## src/rtl/nsd_pkg.sv

```systemverilog
package nsd_pkg;
  localparam int SAMPLE_W  = 24;
  localparam int KEY_W     = 16;
  localparam int KEY_LSB   = SAMPLE_W - KEY_W;
  localparam int N_WORDS   = 6;
  localparam int ZERO_RUN  = 4;
  localparam int IDX_W     = $clog2(N_WORDS);

  function automatic logic [KEY_W-1:0] preamble_word(input int k);
    case (k)
      4:       preamble_word = 16'hF872;
      5:       preamble_word = 16'h4E1F;
      default: preamble_word = 16'h0000;
    endcase
  endfunction
endpackage

```

## src/rtl/nsd_matcher.sv

```systemverilog
module nsd_matcher
  import nsd_pkg::*;
(
  input  logic                clk,
  input  logic                rst,
  input  logic                accept,
  input  logic [KEY_W-1:0]    key,
  output logic                hit
);
  logic [IDX_W-1:0] idx_q, idx_d;
  logic [N_WORDS-1:0] eq;

  for (genvar g = 0; g < N_WORDS; g++) begin : g_cmp
    assign eq[g] = (key == preamble_word(g));
  end

  always_comb begin
    hit   = 1'b0;
    idx_d = idx_q;
    if (accept) begin
      if (eq[idx_q]) begin
        if (idx_q == IDX_W'(N_WORDS-1)) begin
          hit   = 1'b1;
          idx_d = '0;
        end else begin
          idx_d = idx_q + 1'b1;
        end
      end else if (eq[0]) begin
        idx_d = (idx_q == IDX_W'(ZERO_RUN)) ? IDX_W'(ZERO_RUN) : IDX_W'(1);
      end else begin
        idx_d = '0;
      end
    end
  end

  always_ff @(posedge clk) begin
    if (rst) idx_q <= '0;
    else     idx_q <= idx_d;
  end

  // progress never leaves the preamble range
  p_idx_range_r2: assert property (@(posedge clk) disable iff (rst)
    idx_q < IDX_W'(N_WORDS));
  // no accepted sample, no progress change
  p_stall_hold_r6: assert property (@(posedge clk) disable iff (rst)
    !accept |=> $stable(idx_q));
  // a non-zero wrong key always restarts at zero
  p_restart_r2: assert property (@(posedge clk) disable iff (rst)
    (accept && !eq[idx_q] && !eq[0]) |=> idx_q == '0);
endmodule

```

## src/rtl/nsd_hold.sv

```systemverilog
module nsd_hold #(
  parameter int HOLD_FRAMES = 4096
) (
  input  logic clk,
  input  logic rst,
  input  logic hit,
  input  logic frame_tick,
  output logic detect
);
  localparam int CNT_W = $clog2(HOLD_FRAMES);
  localparam logic [CNT_W-1:0] LAST = CNT_W'(HOLD_FRAMES - 1);

  logic [CNT_W-1:0] cnt_q;
  logic             det_q;

  always_ff @(posedge clk) begin
    if (rst) begin
      det_q <= 1'b0;
      cnt_q <= '0;
    end else if (hit) begin
      det_q <= 1'b1;
      cnt_q <= '0;
    end else if (det_q && frame_tick) begin
      if (cnt_q == LAST) begin
        det_q <= 1'b0;
        cnt_q <= '0;
      end else begin
        cnt_q <= cnt_q + 1'b1;
      end
    end
  end

  assign detect = det_q;

  // a match sets the flag with a fresh window
  p_set_on_hit_r3: assert property (@(posedge clk) disable iff (rst)
    hit |=> (det_q && cnt_q == '0));
  // window expiry drops the flag
  p_expire_r4: assert property (@(posedge clk) disable iff (rst)
    (det_q && frame_tick && !hit && cnt_q == LAST) |=> !det_q);
  // count idles at zero while the flag is low
  p_idle_count_r4: assert property (@(posedge clk) disable iff (rst)
    !det_q |-> cnt_q == '0);
  // no frame tick and no match keeps the count
  p_count_stable_r4: assert property (@(posedge clk) disable iff (rst)
    (!frame_tick && !hit) |=> $stable(cnt_q));
endmodule

```

## src/rtl/nonaudio_sync_detect.sv

```systemverilog
module nonaudio_sync_detect
  import nsd_pkg::*;
#(
  parameter int HOLD_FRAMES = 4096
) (
  input  logic                clk,
  input  logic                rst,
  input  logic                s_valid,
  output logic                s_ready,
  input  logic [SAMPLE_W-1:0] s_data,
  output logic                m_valid,
  input  logic                m_ready,
  output logic [SAMPLE_W-1:0] m_data,
  input  logic                frame_tick,
  input  logic                cs_nonaudio,
  output logic                sync_found,
  output logic                detect,
  output logic                nonaudio
);
  logic accept;
  logic hit;
  logic found_q;

  assign m_valid = s_valid;
  assign s_ready = m_ready;
  assign m_data  = s_data;
  assign accept  = s_valid && m_ready;

  nsd_matcher u_match (
    .clk    (clk),
    .rst    (rst),
    .accept (accept),
    .key    (s_data[SAMPLE_W-1:KEY_LSB]),
    .hit    (hit)
  );

  nsd_hold #(.HOLD_FRAMES(HOLD_FRAMES)) u_hold (
    .clk        (clk),
    .rst        (rst),
    .hit        (hit),
    .frame_tick (frame_tick),
    .detect     (detect)
  );

  always_ff @(posedge clk) begin
    if (rst) found_q <= 1'b0;
    else     found_q <= hit;
  end

  assign sync_found = found_q;
  assign nonaudio   = detect | cs_nonaudio;

  // the pulse lasts one cycle
  p_pulse_r7: assert property (@(posedge clk) disable iff (rst)
    sync_found |=> !sync_found);
  // the pulse and the flag appear together
  p_found_sets_r3: assert property (@(posedge clk) disable iff (rst)
    sync_found |-> detect);
  // the flag always forces the indicator
  p_flag_drives_r5: assert property (@(posedge clk) disable iff (rst)
    detect |-> nonaudio);
endmodule

```

## config.mk

```make
export PLATFORM = sky130hd
export DESIGN_NAME = nonaudio_sync_detect
export DESIGN_NICKNAME = d
export VERILOG_FILES = /design/src/rtl/nsd_pkg.sv /design/src/rtl/nsd_matcher.sv /design/src/rtl/nsd_hold.sv /design/src/rtl/nonaudio_sync_detect.sv
export SDC_FILE = /design/constraint.sdc
export NUM_CORES = 1
export LEC_CHECK = 0
export ABC_AREA = 1
export BUFFER_PORTS_ARGS = -buffer_cell sky130_fd_sc_hd__buf_2
export CAP_MARGIN = 20
export CELL_PAD_IN_SITES_DETAIL_PLACEMENT = 0
export CELL_PAD_IN_SITES_GLOBAL_PLACEMENT = 1
export CORE_MARGIN = 8
export CORE_UTILIZATION = 30
export CTS_CLUSTER_SIZE = 10
export DETAILED_ROUTE_END_ITERATION = 10
export MAX_ROUTING_LAYER = met4
export PLACE_DENSITY_LB_ADDON = 0.1
export SYNTH_ARGS = -nofsm -noshare
export SYNTH_HDL_FRONTEND = slang
export SYNTH_SLANG_ARGS = --single-unit
export TNS_END_PERCENT = 5
```

## constraint.sdc

```tcl
create_clock -name clk -period 1.95 [get_ports clk]
set_input_delay 0 -clock clk [delete_from_list [all_inputs] [get_ports clk]]
set_output_delay 0 -clock clk [all_outputs]
set_load 0.02 [all_outputs]
```

Yosys cells after proc, flatten, opt, wreduce, memory -nomap -nowiden
Index checks and enable logic that the tools add are counted.
{ "op_classes": {"addsub": 2, "multipliers": 0, "n_div": 0, "order_cmp": 1, "n_eq_ne": 5, "shifts": 0, "mux": 13, "bitwise_logic": 1, "n_reduce_logical": 7} }
{ "ops": {"columns": ["op", "n"], "rows": [
  ["$eq 16x15->1 const B", 1],
  ["$eq 16x16->1 const B", 1],
  ["$logic_not 16->1", 1],
  ["$add 12x1->12 const B", 1],
  ["$eq 12x12->1 const B", 1],
  ["$mux 12", 1],
  ["$mux 3", 4],
  ["$mux 1", 7],
  ["$eq 3x3->1 const B", 2],
  ["$lt 3x4->1 const B", 1],
  ["$reduce_bool 2->1", 2],
  ["$add 3x1->3 const B", 1],
  ["$bmux 1 s3", 1],
  ["$logic_and 1x1->1", 2],
  ["$reduce_and 2->1", 1],
  ["$reduce_or 2->1", 1],
  ["$or 1x1->1", 1]
]} }
{ "totals": {"regBits": 17, "latch_bits": 0, "ram_bits": 0, "mem_bits_ro": 0, "in_bits": 30, "output_inout_bits": 29, "word_cells": 33, "mem_count": 0} }

Depth between registers and ports, before layout
Gate-level depths: netlist (run 1).
{ "depth": {"word_depth": 7, "mapped_depth": 12, "depth_no_buf": 11} }

Modules after synthesis
From an unflattened synthesis (run 1), not the netlist that was laid out.
{ "hier_totals": {"hier_cells": 203, "area_unflattened_um2": 1308.8} }
{ "by_module_without_submodules": {"columns": ["module", "instances", "cells_each", "area_each_um2", "seq_area_each_um2"], "rows": [
  ["nsd_hold", 1, 93, 680.7, 260.2],
  ["nsd_matcher", 1, 76, 384.1, 60.1],
  ["nonaudio_sync_detect", 1, 34, 244.0, 20.0]
]} }

Worst setup path after synthesis (run 1)
OpenSTA, ideal clock, no wires.
{ "synth_timing": {"path_type": "flip-flop to flip-flop", "from": "register u_hold.det_q (netlist: u_hold.detect)", "to": "register u_hold.cnt_q[9]", "setup_time_ns": 0.064, "t_arrival_ns": 1.326, "required_time_ns": 1.886, "setup_slack_ns": 0.560, "stages_incl_launch_ff": 9, "n_path_buf": 0, "synth_period_minus_slack_ns": 1.390, "cell_sequence": "dfxtp_1 -> nand2_2 -> nor2_1 -> nand2_1 -> nor2_1 -> nand2_1 -> o21ai_0 -> o211ai_1 -> nor2_1"} }
{ "synth_via": {"elab_chain_len": 1} }
{ "synth_lines": {"columns": ["element", "line_no", "text"], "rows": [
  ["from (decl)", "nsd_hold.sv:14", "logic det_q;"],
  ["from (signal assigned)", "nsd_hold.sv:18", "det_q <= 1'b0;"],
  ["from (signal assigned)", "nsd_hold.sv:21", "det_q <= 1'b1;"],
  ["from (signal assigned)", "nsd_hold.sv:25", "det_q <= 1'b0;"],
  ["$logic_and 1x1->1", "nsd_hold.sv:23", "end else if (det_q && frame_tick) begin"],
  ["to (signal assigned)", "nsd_hold.sv:28", "cnt_q <= cnt_q + 1'b1;"],
  ["to (decl)", "nsd_hold.sv:13", "logic [CNT_W-1:0] cnt_q;"]
]} }
Every way passes these cells.
A chain may end at the register's enable or synchronous reset.

Worst setup path after layout (run 1)
{ "layout_timing": {"from": "register u_hold.cnt_q[0]", "to": "register u_hold.cnt_q[9]"} }
{ "layout_via": {"elab_chain_len": 2, "elab_cells_between_ends": 3, "classes_between": "add/sub (1); eq/ne (1); mux (1)"} }
{ "layout_lines": {"columns": ["element", "line_no", "text"], "rows": [
  ["$add 12x1->12 or $eq 12x12->1 (tied branches)", "nsd_hold.sv:28, nsd_hold.sv:24", null],
  ["$mux 12 (*)", "nsd_hold.sv:24", "if (cnt_q == LAST) begin"]
]} }
Mark *: on every way between the ends. The rest lies on a longest branch, timed or not.

==> results of run 1 <==
==> per-stage QoR <==
stage	hold slack (ns)	area [um^2]	power (W)	cells
2_1_floorplan	0.0691	1290	0.000484	209
3_3_place_gp	0.000137	1360	0.000492	276
3_5_place_dp	0.000137	1360	0.000493	276
4_1_cts	0.000137	1410	0.000749	281
5_1_grt	0.000151	1410	0.000787	281
6_report	0.0000436	1410	0.000736	281
==> synthesized netlist by cell type (all sizes together) <==
library cell / n
nand4: 4
nor3: 5
o211ai: 1
buf: 27
dfxtp: 17
a22oi: 1
a21oi: 3
nand2: 50
nand3b: 1
and2: 2
nand3: 12
ha: 1
nor4: 1
inv: 31
xor2: 4
nor3b: 1
o21ai: 6
o22ai: 1
or2: 2
nor2: 39
==> sequential cells by signal, indices dropped and copies added, names as in the netlist <==
| name | cells |
|---|---|
| u_hold.detect | 1 |
| u_hold.cnt_q | 12 |
| sync_found | 1 |
| u_match.idx_q | 3 |
==> cell usage in the layout (no fill, tap or decap), drive strengths merged <==
cell type / count
nand2: 50
buf: 42
nor2: 39
inv: 31
dfxtp: 17
nand3: 12
o21ai: 6
nor3: 5
xor2: 4
nand4: 4
a21oi: 3
clkbuf: 3
or2: 2
and2: 2
nor3b: 1
o22ai: 1
a22oi: 1
nor4: 1
o211ai: 1
nand3b: 1
ha: 1
clkinv: 1
dlygate4sd3: 1
==> where the power goes <==
part,internal [W],switching (W)
combinational,0.0000473,0.0000848
clock,0.000141,0.000110
sequential,0.000350,0.00000269
total,0.000539,0.000198
==> worst max-delay path: stages (launching register included) <==
cell and delay [ns]:
dfxtp_1 0.37, ha_1 0.18, nand2_1 0.10, nor3b_2 0.25
and2_1 0.19, nand2_1 0.16, o211ai_1 0.15, nor2_1 0.06
==> cell type report <==
type	instances	area [um^2]	share of cell area (%)
clock buffers	3	41.3	2.92
well taps	52	65.1	4.61
multi-input cells	134	624	44.2
inverters	31	116	8.24
flip-flops and latches	17	340	24.1
repair buffers	43	220	15.6
clock inverters	1	5.00	0.354
==> worst paths after layout <==
path,depth (start not counted),to,start
max,7,u_hold.cnt_q[9]$_SDFFE_PP0P_,u_hold.cnt_q[0]$_SDFFE_PP0P_
min,0,m_data[4],s_data[4]
max reg2reg,7,u_hold.cnt_q[9]$_SDFFE_PP0P_,u_hold.cnt_q[0]$_SDFFE_PP0P_
min reg2reg,2,u_hold.detect$_SDFFE_PP0P_,u_hold.detect$_SDFFE_PP0P_
==> cells by family (layout without fill, tap and decap cells) <==
group           Yosys count  after routing  synth area share, %
flops                    17             17                 26.4
fa+ha+maj                 1              1                0.972
buf+inv                  58             78                 25.1
simple gates            117            117                 39.7
xor+xnor                  4              4                 2.72
compound gates           12             12                 5.15
==> what timing repair did <==
action / CTS / global route
gates resized for setup: 0 / 0
buffers inserted: 0 / 0
hold buffers: 1 / 0
endpoints found under the hold margin: 2 / 0
==> metal layers <==
metal / up-vias / wire (um) / global-route usage (%)
met5: - / 0 / -
met4: 0 / 11 / 1.07
met3: 2 / 231 / 3.28
met2: 36 / 1380 / 15.6
met1: 539 / 1380 / 10.9
li1: 662 / - / -
==> impl_results.md, run 1 <==
* N_diodes at 0
* Worst Hold Class: input port to output pin
* Nets at between 200 and 300
* Setup crit start kind: register
* Area Overhead vs Synth at 9.72%
* Routed Antenna Nets at 0
* Final TNS setup at 0 ns
* Final Hold Fails at 0
* Worst skew pair latency at 0.24 ns
* Peak supply drop at ~0.00035 V
* Via count at ~1200
* Worst Path Arrival at 1.70 ns
* Status: finished clean
* Share of cells above drive strength 1 at 23.6%
* Sink Count at 17
* Final Cycle Share at between 80% and 90%
* Site Rows at 24
* Synth area leaders: dfxtp_1, buf_4, nand2_1, nor2_1, inv_1
* Reg clk slew, reported paths at 0.06 ns
* Leading area contributor after synthesis: dfxtp_1
* Clk_skew at 0.00165 ns
* Worst setup margin at 0.388 ns
* Core Box Area at 4230 um^2
* Post-synth net total at 240
* Number of global-route vias before repair at 1148
* Fin util at 33.4%
* Synth Cell Area at 1290 um^2
* Overflow after GRT at 0
* 1st-iter DRT viols at 68
* CTS tree: built
* F_max at 640 MHz
* Remaining DRCs at 0
* Initial DRT Pass Iterations at 4
* Antenna violations before repair at 0
* Placement Setup Slack at 0.367 ns
* Post-synthesis register bit count at 17
* Max_slew headroom at 75.7%
* Clk buf depth at 2
* First-pass GRT wire length at a little under 5000 um
* Slew @ Worst Pin at roughly 0.36 ns
* Total track usage at 9.36%
* Top-level port count at between 50 and 60
* Drt wl/cell at 10.7 um
* Max cap viols at 0
* RSZ-0062 raised after global routing: false
* Crit end category: register
* Max FO, Critical Path at 6
* Final Max Tran Viols at 0
* Vias per inst at 4.41
* Starting Density at 30.4%
* DIE WIDTH at 81.5 um
* Post-synthesis sequential area ratio at approximately a quarter
* Detailed placer's ending HPWL at approximately 2600 um
* Mean post-synth cell area at 6.16 um^2
* CP Data Required Time at roughly 2.1 ns
* Final wirelength at 3000 um
* R2R Setup Slk at 0.39 ns
* Pwr/cell area at 521 nW/um^2
* Largest net degree at the start of global routing at 13
* Final setup viols at 0
* Yosys warning count at 0
* CTS buffer count at 3
* Synth cell types at 25
* H-tree depth at 1
* FILL cells at 487
* IO buf count at 42
* Crit Path Class: register to register
* Leakage at roughly 0.7 nW
* Cells after Synth at 209
* Period minus WS final at 1.56 ns
* Die Span Y at 81.5 um
* Synth top area share at 26.4%
* GPL Wtd Cong at approximately 0.79
* Die area at ~6600 um^2
* Clock root buffer master: clkbuf_8
No activity file was read; power rests on OpenSTA's default activity.
==> run 2: changes to the inputs <==
ABC_AREA = 0   (was 1)
CORE_UTILIZATION = 28   (was 30)
clock period = 1.43 ns   (was 1.95 ns; I/O delays follow)
==> run 2 against run 1 <==
  * First-iteration DRC count down 13%
  * Fmax is 18% higher
  * Synthesized cell count decreased by 33%
==> impl_results.md, run 2 <==
* H-tree depth at 1 (unchanged)
* Sequential Area at 342 um^2 (+0.37%)
* Number of global-route vias before repair at 1005 (-12%)
* Synth Flop Type: dfxtp_1
* Crit Path Class: register to register
* Die area at 6290 um^2 (-5.3%)
* Worst Path Arrival at 1.50 ns (-0.20 ns)
* CTS tree: built
* Post-synthesis register bit count at 17 (unchanged)
* Pwr/cell area at 746 nW/um^2 (+43%)
* Via count at 1030 (-17%)
* Setup crit start kind: register
* Cells after Synth at 139 (-33%)
* Clk buf depth at 2 (unchanged)
* IO buf count at 42 (unchanged)
* Final wirelength at 2790 um (-6.8%)
* Post-synth net total at 170 (-29%)
* Max cap viols at 0 (unchanged)
* Initial DRT Pass Iterations at 4 (unchanged)
* 1st-iter DRT viols at 59 (-13%)
* Leading area contributor after synthesis: dfxtp_1
* Crit end category: register
* Overflow after GRT at 0 (unchanged)
* N_diodes at 0 (unchanged)
* Post-synthesis sequential area ratio at 30.3% (+3.9 points)
* Max FO, Critical Path at 3 (-3)
* Period minus WS final at 1.32 ns (-0.243 ns)
* Detailed placer's ending HPWL at 2310 um (-9.9%)
* F_max at 758 MHz (+18%)
* Max_slew headroom at 77.2% (+1.5 points)
* Worst skew pair latency at 0.25 ns (about the same)
* Critical Path Max Stage Delay at 0.36 ns (about the same)
* Number of synthesized flops with an enable pin at 0 (unchanged)
* Clk_skew at 0.00246 ns (+0.000811 ns)
* Commonest non-fill, non-tap cells in the layout: buf_2, nor2_1, dfxtp_1
* Nets at 202 (-23%)
* Largest register by flop count: u_hold.cnt_q
* Synth cell types at 31 (+24%)
* Drt wl/cell at 12.7 um (+19%)
* Crit path max-delay cell type: dfxtp_1
* Final TNS setup at 0 ns (unchanged)
* Final Hold Fails at 0 (unchanged)
* Max FFs per register at 12 (unchanged)
* Most common cell after layout, fill and taps aside: buf_2
* Leakage at 0.570 nW (-19%)
* Hold buffer count at cts at 0 (-1)
* Synth Cell Area at 1120 um^2 (-13%)
* First-pass GRT wire length at 4690 um (-5.2%)
* CP cell instances: ha_1 > nand2_1 > nor2_2 > buf_4 > nand4_1 > xor2_1 > nor2_1
* Final instance area at 1330 um^2 (-5.8%)
* Core Box Area at 3940 um^2 (-6.9%)
* Peak supply drop at 0.000732 V (+110%)
* Synth top area share at 30.3% (+3.9 points)
* Site Rows at 23 (-4.2%)
* Status: finished clean
* CP Data Required Time at 1.62 ns (-0.47 ns)
* DIE WIDTH at 79.3 um (-2.7%)
* Final Max Tran Viols at 0 (unchanged)
* Die Span Y at 79.3 um (-2.7%)
* Share of cells above drive strength 1 at 40.6% (+17 points)
* Remaining DRCs at 0 (unchanged)
* GPL Wtd Cong at 0.768 (-3.3%)
* Starting Density at 28.5% (-1.9 points)
* Largest net degree at the start of global routing at 10 (-3)
* RSZ-0062 raised after global routing: false
* Vias per inst at 4.68 (+6.2%)
* Top-level port count at 59 (unchanged)
* Reg clk slew, reported paths at 0.07 ns (about the same)
* Worst Hold Class: input port to output pin
* Routed Antenna Nets at 0 (unchanged)
* Final Cycle Share at 92.3% (+12 points)
* Synth area leaders: dfxtp_1, buf_4, nor2_1, xor2_1, nand2_1
* Area Overhead vs Synth at 18.6%
* Yosys warning count at 0 (unchanged)
* Mean post-synth cell area at 8.07 um^2 (+31%)
* Placement-stage cell area at 1280 um^2 (-5.7%)
* Clock root buffer master: clkbuf_8
* R2R Setup Slk at 0.11 ns (-0.28 ns)
* Sink Count at 17 (unchanged)
* Most frequent cell after synthesis: buf_4
* Slew @ Worst Pin at 0.339 ns (-0.0222 ns)
* Post-synth top cells: buf_4, nor2_1, dfxtp_1, nand2_1, nand3_1
* Ys async rst share at 0% (unchanged)
* Multi-input logic area at 567 um^2 (-9.2%)
* FILL cells at 420 (-14%)
* Total track usage at 9.27% (-0.085 points)
* Largest registers: u_hold.cnt_q (12), u_match.idx_q (3)
* CTS buffer count at 3 (unchanged)
* Antenna violations before repair at 0 (unchanged)
* Final setup viols at 0 (unchanged)
-- run 2: cell types whose count changed in the layout (fill, tap and decap cells not counted), moves of 3 or more --
cell     delta
o21ai_0     -5
buf_4      +12
and3_1      +4
xor2_1      +3
nand3_1     -4
nor2_1     -18
inv_1      -26
xnor2_1     +3
nand2_1    -36
-- run 2: worst paths after layout --
| check | from | endpoint | depth (start not counted) |
|---|---|---|---|
| worst max-delay path | u_hold.cnt_q[1]$_SDFFE_PP0P_ | u_hold.cnt_q[10]$_SDFFE_PP0P_ | 7 |
| worst min-delay path | s_data[1] | m_data[1] | 0 |
| worst max register to register | u_hold.cnt_q[1]$_SDFFE_PP0P_ | u_hold.cnt_q[10]$_SDFFE_PP0P_ | 7 |
| worst min register to register | u_hold.cnt_q[7]$_SDFFE_PP0P_ | u_hold.cnt_q[7]$_SDFFE_PP0P_ | 2 |
-- run 2: kinds of logic (layout without fill, tap and decap cells) --
family / Yosys count / in the layout / synth area share (%)
simple gates: 63 / 63 / 28.3
flops: 17 / 17 / 30.3
xor+xnor: 10 / 10 / 7.80
compound gates: 16 / 16 / 11.8
buf+inv: 31 / 62 / 19.7
fa+ha+maj: 1 / 1 / 1.11
mux: 1 / 1 / 0.892
-- run 2: layer usage --
| metal | vias up | track usage (%) | part of all wire, % |
|---|---|---|---|
| li1 | 515 | - | - |
| met4 | 0 | 2.78 | 1.2 |
| met5 | - | - | 0 |
| met3 | 8 | 4.85 | 15 |
| met2 | 54 | 14.0 | 43 |
| met1 | 453 | 10.4 | 42 |
-- run 2: final cells by class --
class                      instances  share of cell area [%]
sequential                        17                    25.7
inverter                           4                    1.13
timing repair buffer              54                    22.6
tap                               50                    4.70
multi-input combinational         91                    42.6
clock buffer                       4                    3.38
-- run 2: worst max-delay path: cells and delay by family, from the launching register on --
family                     cells  cell delay [ns]
buffers and inverters          1             0.14
and+or+nand+nor                4             0.41
adders and majority gates      1             0.18
DFF                            1             0.36
xor gates and xnor gates       1             0.15
-- run 2: where the power goes --
group          total (W)  leakage (nW)  internal [W]  switching (W)
clock network   0.000361        0.0228      0.000198       0.000163
logic           0.000157         0.410     0.0000613      0.0000955
registers       0.000476         0.138      0.000475     0.00000102
-- run 2: through the flow --
step | setup WS [ns] | utilization (%) | total power (W) | std cells | hold slack, ns
after floorplan | 0.0766 | - | 0.000625 | 139 | 0.0691
after global placement | 0.0821 | 32.4 | 0.000645 | 216 | 0.000137
after detailed placement | 0.0698 | 32.4 | 0.000646 | 216 | 0.000137
after CTS | 0.0501 | 33.6 | 0.00102 | 220 | 0.000137
after global routing | 0.0251 | 33.8 | 0.00105 | 220 | 0.0000296
final | 0.111 | 33.8 | 0.000994 | 220 | 0.0000298
-- run 2: repair_timing --
item                                    4_1_cts  5_1_grt
setup buffers                                 0        0
endpoints found under the setup margin        0        9
resized for setup                             0        4
==> run 3: changes to the inputs <==
CORE_UTILIZATION = 29   (was 28)
CTS_BUF_LIST = sky130_fd_sc_hd__clkbuf_2 sky130_fd_sc_hd__clkbuf_4 sky130_fd_sc_hd__clkbuf_8   (was unset)
MAX_ROUTING_LAYER = unset   (was met4)
TNS_END_PERCENT = 1   (was 5)
==> run 3 against run 2 <==
  * Sequential power is essentially flat
  * Cell area is the same
  * Count of clock-buffer cells in the layout shrank 1
  * Clock power grew 2%
  * Combinational power is essentially flat
  * Power grew 0.53%
  * Via count shrank 2.4%
  * Non-clock buffer count shrank 2
  * Cell count shrank 1.8%
==> impl_results.md, run 3 (synthesis gave the netlist of run 2 again) <==
* Status: finished clean
* Net Sw Frac at 27.0% (+0.81 points)
* Reg clk slew, reported paths at 0.07 ns (about the same)
* CTS tree: built
* Initial DRT Pass Iterations at 2 (-2)
* Routed Antenna Nets at 0 (unchanged)
* Max FFs per register at 12 (unchanged)
* Final Cycle Share at 92.6% (+0.37 points)
* Peak supply drop at 0.000533 V (-27%)
* Overflow after GRT at 0 (unchanged)
* Final Hold Fails at 0 (unchanged)
* Total track usage at 8.82% (-0.46 points)
* Vias per inst at 4.65 (-0.62%)
* Crit path max-delay cell type: dfxtp_1
* Final total power at 0.000999 W (+0.53%)
* IO buf count at 42 (unchanged)
* Pwr/cell area at 750 nW/um^2 (+0.53%)
* Internal power at 0.000730 W (-0.58%)
* Max FO, Critical Path at 7 (+4)
* Largest net degree at the start of global routing at 12 (+2)
* Largest registers: u_hold.cnt_q (12), u_match.idx_q (3)
* Multi-input logic area at 581 um^2 (+2.4%)
* CP cell instances: and3_1 > and3_1 > nand2_1 > o21bai_4 > nor2_1
* Crit Path Class: register to register
* Cell family with most CP delay: simple AND/OR/NAND/NOR gates
* Worst Path Arrival at 1.47 ns (-0.03 ns)
* H-tree depth at 1 (unchanged)
* WP buf/inv at 0 (-1)
* Site Rows at 22 (-4.3%)
* DIE WIDTH at 78.2 um (-1.4%)
* Worst skew pair latency at 0.25 ns (about the same)
* Nets at 200 (-0.99%)
* Number of global-route vias before repair at 1022 (+1.7%)
* Final TNS setup at 0 ns (unchanged)
* Final wirelength at 2760 um (-1.1%)
* Max_slew headroom at 76.0% (-1.2 points)
* Die area at 6120 um^2 (-2.8%)
* Clk_skew at 0.00129 ns (-0.00117 ns)
* 1st-iter DRT viols at 27 (-54%)
* R2R Setup Slk at 0.11 ns (about the same)
* CTS buffer count at 3 (unchanged)
* Combinational power share at 15.4% (-0.4 points)
* Area Overhead vs Synth at 18.6% (unchanged)
* Slew @ Worst Pin at 0.357 ns (+0.0183 ns)
* Setup crit start kind: register
* Most common cell after layout, fill and taps aside: buf_2
* FILL cells at 427 (+1.7%)
* Starting Density at 30.4% (+2.0 points)
* Detailed placer's ending HPWL at 2300 um (-0.67%)
* Final Max Tran Viols at 0 (unchanged)
* Crit end category: register
* First-pass GRT wire length at 4530 um (-3.4%)
* Share of cells above drive strength 1 at 41.7% (+1.1 points)
* RSZ-0062 raised after global routing: false
* Period minus WS final at 1.32 ns (+0.00529 ns)
* Remaining DRCs at 0 (unchanged)
* Drt wl/cell at 12.8 um (+0.76%)
* CP Data Required Time at 1.57 ns (-0.05 ns)
* Critical Path Max Stage Delay at 0.36 ns (about the same)
* F_max at 755 MHz (-0.40%)
* Antenna violations before repair at 0 (unchanged)
* Die Span Y at 78.2 um (-1.4%)
* Largest register by flop count: u_hold.cnt_q
* Seq pwr share at 47.7% (-0.2 points)
* Sequential Area at 342 um^2 (unchanged)
* Final setup viols at 0 (unchanged)
* Clk pwr share at 36.9% (+0.6 points)
* Top-level port count at 59 (unchanged)
* Via count at 1005 (-2.4%)
* N_diodes at 0 (unchanged)
* Sink Count at 17 (unchanged)
* Core Box Area at 3690 um^2 (-6.4%)
* Clk buf depth at 2 (unchanged)
* Total net switching power at 0.000269 W (+3.7%)
* Max cap viols at 0 (unchanged)
* Clock root buffer master: clkbuf_8
* Leakage at 0.562 nW (-1.5%)
* Worst Hold Class: input port to output pin
* Commonest non-fill, non-tap cells in the layout: buf_2, nor2_1, dfxtp_1
* GPL Wtd Cong at 0.723 (-5.9%)
* CP most frequent cell: and3_1
[run 3: changes by cell type in the layout (fill, tap and decap cells not counted), sizes merged]
cell,before,now
buf,54,52
clkbuf,4,3
clkinvlp,0,1
[run 3: per-layer routing]
metal | track usage, % | up-vias | wire [um]
li1 | - | 515 | -
met4 | 2.59 | 0 | 31
met2 | 15.1 | 35 | 1270
met5 | 0 | - | 0
met3 | 5.24 | 10 | 321
met1 | 8.81 | 445 | 1150
[run 3: final timing paths]
path / startpoint / to / cells past startpoint
worst max-delay path: u_hold.cnt_q[4]$_SDFFE_PP0P_ / u_hold.cnt_q[4]$_SDFFE_PP0P_ / 5
worst max register to register: u_hold.cnt_q[4]$_SDFFE_PP0P_ / u_hold.cnt_q[4]$_SDFFE_PP0P_ / 5
worst min-delay path: s_data[0] / m_data[0] / 0
worst min register to register: u_hold.cnt_q[7]$_SDFFE_PP0P_ / u_hold.cnt_q[7]$_SDFFE_PP0P_ / 2
[run 3: power groups by stage]
stage | combinational [W] | clock [W] | sequential [W]
2_1_floorplan | 0.000138 | 0 | 0.000487
3_3_place_gp | 0.000153 | 0 | 0.000487
3_5_place_dp | 0.000154 | 0 | 0.000487
4_1_cts | 0.000154 | 0.000394 | 0.000475
5_1_grt | 0.000168 | 0.000411 | 0.000476
6_report | 0.000154 | 0.000369 | 0.000476
[run 3: metrics by stage]
stage / instance area, um^2 / cells / hold WS (ns) / utilization (%) / setup WS (ns)
2_1_floorplan: 1120 / 139 / 0.0691 / - / 0.0766
3_3_place_gp: 1250 / 211 / 0.000236 / 34.0 / 0.125
3_5_place_dp: 1250 / 211 / 0.000236 / 34.0 / 0.103
4_1_cts: 1300 / 215 / 0.000236 / 35.3 / 0.0824
5_1_grt: 1330 / 216 / 0.0000389 / 36.1 / 0.0107
6_report: 1330 / 216 / 0.00000883 / 36.1 / 0.105
[run 3: layout make-up]
class | count | share of cell area [%]
clock inverter | 1 | 0.564
inverter | 4 | 1.13
timing repair buffer | 52 | 21.4
clock buffer | 3 | 3.10
sequential | 17 | 25.7
tap | 48 | 4.51
multi-input combinational | 91 | 43.6
[run 3: timing repair]
item                       4_1_cts  5_1_grt
gates resized for setup          0        6
buffers inserted                 0        1
hold buffers                     0        0
setup endpoints to repair        0        1
